==> config.mk <==
export PLATFORM = sky130hd
export DESIGN_NAME = shuffle2d_router
export DESIGN_NICKNAME = d
export VERILOG_FILES = /design/src/rtl/shuf2d_pkg.sv /design/src/rtl/shuf2d_stage.sv /design/src/rtl/shuf2d_ctrl.sv /design/src/rtl/shuffle2d_router.sv
export SDC_FILE = /design/constraint.sdc
export NUM_CORES = 1
export LEC_CHECK = 0
export ABC_AREA = 1
export BUFFER_PORTS_ARGS = -buffer_cell sky130_fd_sc_hd__buf_4
export CORE_AREA = 2 2 78 80
export CTS_BUF_LIST = sky130_fd_sc_hd__clkbuf_4 sky130_fd_sc_hd__clkbuf_8 sky130_fd_sc_hd__clkbuf_16
export DETAILED_ROUTE_END_ITERATION = 16
export DIE_AREA = 0 0 80 82
export GPL_ROUTABILITY_DRIVEN = 0
export PLACE_DENSITY = 0.81
export SYNTH_ARGS = -nofsm -noshare
export SYNTH_HDL_FRONTEND = slang
export SYNTH_SLANG_ARGS = --single-unit
export TNS_END_PERCENT = 1
==> constraint.sdc <==
create_clock -name clk -period 2.5 [get_ports clk]
set_input_delay 0.5 -clock clk [delete_from_list [all_inputs] [get_ports clk]]
set_output_delay 0.5 -clock clk [all_outputs]
set_load 0.01 [all_outputs]
==> src/rtl/shuf2d_pkg.sv <==
`timescale 1ns/1ps
package shuf2d_pkg;
    localparam int MAX_K   = 16;
    localparam int COL_SEL = 64;

    function automatic int unsigned mix32(input int unsigned v);
        int unsigned t;
        t = v ^ (v >> 15);
        t = t * 32'h2C1B3C6D;
        t = t ^ (t >> 12);
        t = t * 32'h297A2D39;
        t = t ^ (t >> 15);
        return t;
    endfunction

    // Source index of position idx under switch sel's fixed permutation
    function automatic int perm_src(input int unsigned seed, input int sel,
                                    input int idx, input int k);
        int p [MAX_K];
        int unsigned st;
        int j;
        int t;
        for (int i = 0; i < MAX_K; i++) p[i] = i;
        st = mix32(seed ^ (32'(sel) * 32'h9E3779B9));
        for (int i = k - 1; i > 0; i--) begin
            st   = mix32(st + 32'(i));
            j    = int'(st % 32'(i + 1));
            t    = p[i];
            p[i] = p[j];
            p[j] = t;
        end
        return p[idx];
    endfunction

    function automatic int perm_inv(input int unsigned seed, input int sel,
                                    input int idx, input int k);
        int r;
        r = idx;
        for (int j = 0; j < k; j++)
            if (perm_src(seed, sel, j, k) == idx) r = j;
        return r;
    endfunction

    // tbl 0: row controls, tbl 1: column controls
    function automatic logic [MAX_K-1:0] ctrl_word(input int unsigned seed, input int tbl,
                                                   input int addr, input int k);
        logic [MAX_K-1:0] w;
        int unsigned h;
        w = '0;
        for (int b = 0; b < k; b++) begin
            h    = mix32(seed ^ mix32(32'(tbl) * 32'd1000003 + 32'(addr) * 32'd131 + 32'(b)));
            w[b] = h[7];
        end
        return w;
    endfunction
endpackage

==> src/rtl/shuf2d_stage.sv <==
`timescale 1ns/1ps
module shuf2d_stage #(
    parameter int          K       = 3,
    parameter int          W       = 6,
    parameter bit          COLUMN  = 1'b0,
    parameter bit          INVERSE = 1'b0,
    parameter int unsigned SEED    = 32'd1
) (
    input  logic [K-1:0]     sel,
    input  logic [K*K*W-1:0] din,
    output logic [K*K*W-1:0] dout
);
    import shuf2d_pkg::*;

    for (genvar g = 0; g < K; g++) begin : g_grp
        localparam int SEL_ID = COLUMN ? (COL_SEL + g) : g;
        for (genvar i = 0; i < K; i++) begin : g_pos
            localparam int SRC  = INVERSE ? perm_inv(SEED, SEL_ID, i, K)
                                          : perm_src(SEED, SEL_ID, i, K);
            localparam int OWN  = COLUMN ? (i * K + g)   : (g * K + i);
            localparam int FROM = COLUMN ? (SRC * K + g) : (g * K + SRC);
            assign dout[OWN*W +: W] = sel[g] ? din[FROM*W +: W] : din[OWN*W +: W];
        end
    end
endmodule

==> src/rtl/shuf2d_ctrl.sv <==
`timescale 1ns/1ps
module shuf2d_ctrl #(
    parameter int          K       = 3,
    parameter int          L       = 8,
    parameter int          RET_DLY = 3,
    parameter int unsigned SEED    = 32'd1
) (
    input  logic         clk,
    input  logic         rst_n,
    input  logic         start,
    output logic [K-1:0] fwd_row,
    output logic [K-1:0] fwd_col,
    output logic [K-1:0] ret_row,
    output logic [K-1:0] ret_col
);
    import shuf2d_pkg::*;

    localparam int AW = (L > 1) ? $clog2(L) : 1;

    typedef struct packed {
        logic [AW-1:0]               cnt;
        logic [RET_DLY-1:0][K-1:0]   rdly;
        logic [RET_DLY-1:0][K-1:0]   cdly;
    } ctrl_st_t;

    logic [K-1:0] row_tab [L];
    logic [K-1:0] col_tab [L];

    for (genvar a = 0; a < L; a++) begin : g_tab
        localparam logic [MAX_K-1:0] RW_C = ctrl_word(SEED, 0, a, K);
        localparam logic [MAX_K-1:0] CW_C = ctrl_word(SEED, 1, a, K);
        assign row_tab[a] = RW_C[K-1:0];
        assign col_tab[a] = CW_C[K-1:0];
    end

    ctrl_st_t st_d, st_q;

    always_comb begin
        st_d    = st_q;
        fwd_row = row_tab[st_q.cnt];
        fwd_col = col_tab[st_q.cnt];
        if (start || st_q.cnt == AW'(L - 1)) st_d.cnt = '0;
        else                                 st_d.cnt = st_q.cnt + 1'b1;
        st_d.rdly[0] = fwd_row;
        st_d.cdly[0] = fwd_col;
        for (int s = 1; s < RET_DLY; s++) begin
            st_d.rdly[s] = st_q.rdly[s-1];
            st_d.cdly[s] = st_q.cdly[s-1];
        end
        ret_row = st_q.rdly[RET_DLY-1];
        ret_col = st_q.cdly[RET_DLY-1];
    end

    always_ff @(posedge clk) begin
        if (!rst_n) st_q <= '0;
        else        st_q <= st_d;
    end
endmodule

==> src/rtl/shuffle2d_router.sv <==
`timescale 1ns/1ps
module shuffle2d_router #(
    parameter int          K    = 3,
    parameter int          L    = 8,
    parameter int          FW   = 6,
    parameter int          RW   = 5,
    parameter int unsigned SEED = 32'd1
) (
    input  logic              clk,
    input  logic              rst_n,
    input  logic              start,
    input  logic [K*K*FW-1:0] fwd_in,
    output logic [K*K*FW-1:0] fwd_out,
    input  logic [K*K*RW-1:0] ret_in,
    output logic [K*K*RW-1:0] ret_out
);
    localparam int RET_DLY = 3;

    logic [K-1:0]      fwd_row, fwd_col, ret_row, ret_col;
    logic [K*K*FW-1:0] fwd_mid;
    logic [K*K*RW-1:0] ret_mid;

    shuf2d_ctrl #(.K(K), .L(L), .RET_DLY(RET_DLY), .SEED(SEED)) u_ctrl (
        .clk(clk), .rst_n(rst_n), .start(start),
        .fwd_row(fwd_row), .fwd_col(fwd_col),
        .ret_row(ret_row), .ret_col(ret_col)
    );

    shuf2d_stage #(.K(K), .W(FW), .COLUMN(1'b0), .INVERSE(1'b0), .SEED(SEED)) u_fwd_row (
        .sel(fwd_row), .din(fwd_in), .dout(fwd_mid)
    );
    shuf2d_stage #(.K(K), .W(FW), .COLUMN(1'b1), .INVERSE(1'b0), .SEED(SEED)) u_fwd_col (
        .sel(fwd_col), .din(fwd_mid), .dout(fwd_out)
    );

    shuf2d_stage #(.K(K), .W(RW), .COLUMN(1'b1), .INVERSE(1'b1), .SEED(SEED)) u_ret_col (
        .sel(ret_col), .din(ret_in), .dout(ret_mid)
    );
    shuf2d_stage #(.K(K), .W(RW), .COLUMN(1'b0), .INVERSE(1'b1), .SEED(SEED)) u_ret_row (
        .sel(ret_row), .din(ret_mid), .dout(ret_out)
    );
endmodule

=== Word level (Yosys, flattened, before mapping) ===
Memory sizes are Yosys's and may differ from the RTL's.
Cells that the tools add are included.

* Flip-flop bits (word level): 21
* Bits in latches: 0
* RAM bits: 0
* ROM bits: 48
* Output and inout bits: 99
* Memories kept: 2

* Add/subtract/negate cells: 1
* $mul: 0
* Div/mod/pow operators: 0
* Magnitude comparators: 1
* Equal/unequal tests: 1
* Shift-type cells: 0
* Mux-type cells: 22
* Bitwise operators: 2
* Reductions and logical operators: 2

{| class="wikitable"
|+ Memory list
! name !! words !! width !! rd ports !! clocked after Yosys merged registers in !! write ports !! line !! text
|-
| (name not given) || 8 || 3 || 1 || 0 || 0 || shuf2d_ctrl.sv:40 || <nowiki>fwd_row = row_tab[st_q.cnt];</nowiki>
|-
| (name not given) || 8 || 3 || 1 || 0 || 0 || shuf2d_ctrl.sv:41 || <nowiki>fwd_col = col_tab[st_q.cnt];</nowiki>
|}

{| class="wikitable"
|+ Operator list
! kind !! number
|-
| $mux W6 || 9
|-
| $mux W5 || 9
|-
| $mux W3 || 4
|-
| $ge A4 B4 Y1 const B || 1
|-
| $not A3 Y4 || 1
|-
| $add A3 B1 Y3 const B || 1
|-
| $eq A3 B3 Y1 const B || 1
|-
| $reduce_or A2 Y1 || 1
|-
| $logic_or A1 B1 Y1 || 1
|-
| $not A1 Y1 || 1
|}

=== Longest topological paths before layout ===
* Depth in word-level cells: 6
* Gate-level depth with buffers: 10
* Depth with buffers taken out: 8

=== Modules after synthesis ===
A second synthesis with hierarchy kept.

* Cells, all modules: 511
* Area total of the unflattened synthesis: 2,952.8 um^2

{| class="wikitable"
|+ Modules (own cells, without submodules)
! module !! times used !! cells each !! area an instance (um^2) !! seq. area each (um^2)
|-
| shuf2d_ctrl || 1 || 92 || 814.5 || 420.4
|-
| shuf2d_stage at u_fwd_row || 1 || 121 || 638.1 || 0.0
|-
| shuf2d_stage at u_fwd_col || 1 || 108 || 540.5 || 0.0
|-
| shuf2d_stage at u_ret_row || 1 || 101 || 516.7 || 0.0
|-
| shuf2d_stage at u_ret_col || 1 || 89 || 442.9 || 0.0
|}

=== Least setup slack after synthesis ===
OpenSTA, ideal clock, no wires.

* Kind: register to output
* Start point: register u_ctrl.st_q[19] (netlist bit)
* End point: output port fwd_out[0]
* Data arrival time: 1.550 ns
* Required time: 2.000 ns
* Setup slack: 0.450 ns
* Cell stages (with the launch flop): 9
* Buffers on the path: 3
* Cells stage by stage: dfxtp_1 > inv_1 > buf_2 > buf_4 > ha_1 > nand2_4 > buf_2 > nand3_1 > nand2_1

* Word-level cells in the longest chain between the ends: 6

{| class="wikitable"
|+ Ends and longest elaborated chain
! item !! line !! text
|-
| start: declaration || shuf2d_ctrl.sv:36 || <nowiki>ctrl_st_t st_d, st_q;</nowiki>
|-
| start signal: assignment || shuf2d_ctrl.sv:56 || <nowiki>else st_q <= st_d;</nowiki>
|-
| $not A3 Y4 (implied by the code) * || shuf2d_ctrl.sv:40, shuf2d_ctrl.sv:41 ||
|-
| $mem_v2 Z8 W3 || -- ||
|-
| $mux W3 (implied by the code) (2 in series) || shuf2d_ctrl.sv:40 ||
|-
| $mux W6 || shuf2d_stage.sv:22 || <nowiki>assign dout[OWN*W +: W] = sel[g] ? din[FROM*W +: W] : din[OWN*W +: W];</nowiki>
|-
| $mux W6 * || shuf2d_stage.sv:22 ||
|-
| end: declaration || shuffle2d_router.sv:13 || <nowiki>output logic [K*K*FW-1:0] fwd_out,</nowiki>
|}

Mark *: on every way between the ends. The rest lies on a longest branch, timed or not. The select of a mux whose other input is x is not followed.

=== Final worst setup path ===
* Start point: register u_ctrl.st_q[19] (netlist bit)
* End point: output port fwd_out[48]

Same word-level chain as after synthesis.

==> impl_metrics.yaml <==
power_and_ir_drop:
  peakVddDrop_mv: 0.234
  p_per_area_nw_per_um2: 305
  p_seq_frac: 0.272
  power_switching_uw: 333
  power_frac_comb: 0.510
  cellLeakagePower_uw: 0.00195
  switching_share: 0.346
  clock_power_share: 0.217
  intPower_uw: 629
final_layout:
  final_cells: 597
  fin_nets: 633
  final_cell_area_um2: 3150
  multi_input_area_um2: 1370
  regArea_um2: 302
  fill_cells: 582
  antennaDiodeCount: 0
  syn_to_final_growth_pct: 49.2
  final_layout_size_suffix_gt1_frac: 0.330
timing:
  fin_crit_ns: 2.29
  tightest_slew_ns: 0.633
  skew_ns: 0.00470
  tns_ns: 0
  max_freq_ghz: 0.436
  worst_slack_ns: 0.205
  maxSlewHeadroom: 0.577
  fin_crit_sh: 0.918
  hold_viol: 0
  grt_setup_unrepaired: "false"
  setup_violations: 0
  slew_violations: 0
critical_path:
  cp_top_family: "simple AND/OR/NAND/NOR gates"
  crit_slowest_cell: "dfxtp_1"
  rr_startpoint: "u_ctrl.st_q[19]"
  cp.arrival_ns: 1.79
  start_kind: "flop"
  reg2regPathDepth: 5
  r2r_end: "u_ctrl.st_d[3]"
  crit_fanout: 14
  path_class: "reg2out"
  r2r_setup_slack_ns: 1.14
  path_cells: "inv_1, ha_1, nand2_4, nand2_2, inv_2, nand2_1, nand2_1, buf_4"
  crit_top_cell: "nand2_1"
  path_buf_inv: 3
  critPathRequiredTime_ns: 2.00
  endpoint_kind: "primary output"
  slowest_delay_ns: 0.38
floorplanning:
  fp-row-count: 28
  dieHeight_um: 82
  start_util: 0.367
  die_x_um: 80
  core_um2: 5750
  ios: 201
  die-area_um2: 6560
yosys:
  yosysUniqueCellTypes: 20
  synth_edf_count: 0
  synth-seq-area-share: 0.142
  ys_warn_count: 0
  avgSynthCellArea_um2: 5.26
  synth_seq_cells: 15
  synth_nets: 511
  netlist_area_um2: 2110
  synth_ff_type: "dfxtp_1"
  async_flop_share: 0
  syn_inst: 401
run:
  maxCapViolations: 0
grt:
  grtUsageTotal: 0.188
  globalRoute.totalOverflow: 0
  grt_max_degree: 25
  grt_pass1_vias: 2406
  antenna_found_initial: 0
  grt_pass1_wl_um: 10200
place:
  post-dp-hpwl_um: 5500
  io_buffers: 156
  placed_cell_area_um2: 3100
  dp_cells: 593
  dp_slack_ns: 0.416
clock_tree:
  cts_made_buffers: 3
  h-tree-depth: 1
  clkLatencyLatePin_ns: 0.25
  root_buffer: "clkbuf_8"
  postCtsSetupBuffers: 0
  cts_sinks: 15
  cts_buffer_depth: 2
  cts_tree: "built"
  clkTransAtPathRegs_ns: 0.06
detailed_routing:
  drt_pass1_iterations: 4
  wl_um: 6710
  wl_per_cell_um: 11.2
  ant_nets: 0
  vias_per_cell: 4.58
  via_count: 2736
  drt_iter0_markers: 70
  post-route-drc-count: 0
min_path:
  hold_start: "u_ctrl.st_d[17]"
  hold_end: "u_ctrl.ret_row[2]"
  hold_path.class: "reg2reg"
  hold_depth: 2
run_status:
  status: "finished, final reports clean"
==> cell usage in the layout (no fill, tap or decap) <==
cell and instances:
nand2_1 215, buf_4 158, inv_1 36, nand3_1 30
o21ai_0 17, dfxtp_1 14, nor2_1 12, ha_1 8
o211ai_1 7, o21bai_1 7, a21oi_1 4, nand2_4 3
clkbuf_8 3, nand2_2 2, inv_4 1, inv_2 1
nor2_2 1, o21ai_2 1, clkbuf_4 1, dfxtp_2 1
==> metrics by stage <==
step           hold WS [ns]  total power [uW]   util
2_1_floorplan         0.390               511      -
3_3_place_gp          0.395               753  0.539
3_5_place_dp          0.395               758  0.539
4_1_cts               0.409               967  0.547
5_1_grt               0.427              1030  0.548
6_report              0.408               962  0.548
==> tightest hold or removal path, stage by stage, from the launching register on <==
cell and delay, ns:
dfxtp_1 0.30, nand2_1 0.04, inv_1 0.04
==> Yosys cell counts, types with 2 or more instances <==
cell type	number	share of area
nand3_1	30	0.071
o211ai_1	7	0.025
ha_1	8	0.047
nor2_1	12	0.021
buf_4	24	0.085
a21oi_1	4	0.0095
o21ai_0	17	0.040
nand2_4	3	0.016
buf_6	5	0.027
buf_2	11	0.026
inv_1	36	0.064
o21bai_1	7	0.025
nand2_1	215	0.38
dfxtp_1	15	0.14
nand2_2	2	0.0059
==> registers in the layout, indices dropped and copies added, names as in the netlist <==
name	flops
u_ctrl.ret_col	2
u_ctrl.ret_row	2
u_ctrl.st_d	8
u_ctrl.st_q	3
==> logic make-up after synthesis <==
kind of cell,count (synthesis),share of synthesized area
buf+inv,79,0.209
compound gates,36,0.102
simple gates,263,0.500
flops,15,0.142
fa+ha+maj,8,0.0474
==> routing by layer <==
metal	track usage	routed length, um	vias up
met4	0.0627	138	0
li1	-	-	1445
met1	0.210	2670	1167
met2	0.337	3280	106
met5	0	0	-
met3	0.0593	617	18
==> power by group through the flow <==
stage	clock network [uW]	logic, uW	registers, uW
floorplan	0	251	259
global placement	0	486	266
detailed placement	0	490	267
CTS	213	493	262
global route	226	540	264
finish	209	491	262
==> worst max-delay path by stage <==
stage               cells past startpoint     endpoint  slack [ns]       startpoint
global placement                        8  fwd_out[49]        0.49  u_ctrl.st_q[18]
detailed placement                      8  fwd_out[48]        0.42  u_ctrl.st_q[18]
CTS                                     8  fwd_out[48]        0.13  u_ctrl.st_q[18]
finish                                  8  fwd_out[48]        0.21  u_ctrl.st_q[19]
floorplan                               8   fwd_out[0]        0.45  u_ctrl.st_q[19]
global route                            8  fwd_out[52]        0.05  u_ctrl.st_q[19]
==> cell type report <==
type | instances | share of cell area
timing repair buffer | 158 | 0.377
clock buffer | 4 | 0.0155
sequential | 15 | 0.0957
multi-input combinational | 307 | 0.436
inverter | 38 | 0.0461
tap | 75 | 0.0298
==> what timing repair did <==
| action | in CTS | in global routing |
|---|---|---|
| endpoints found under the setup margin | 0 | 10 |
| endpoints found under the hold margin | 0 | 0 |
| gates resized for setup | 0 | 2 |
| hold buffers | 0 | 0 |
(Power assumes the default switching activity.)
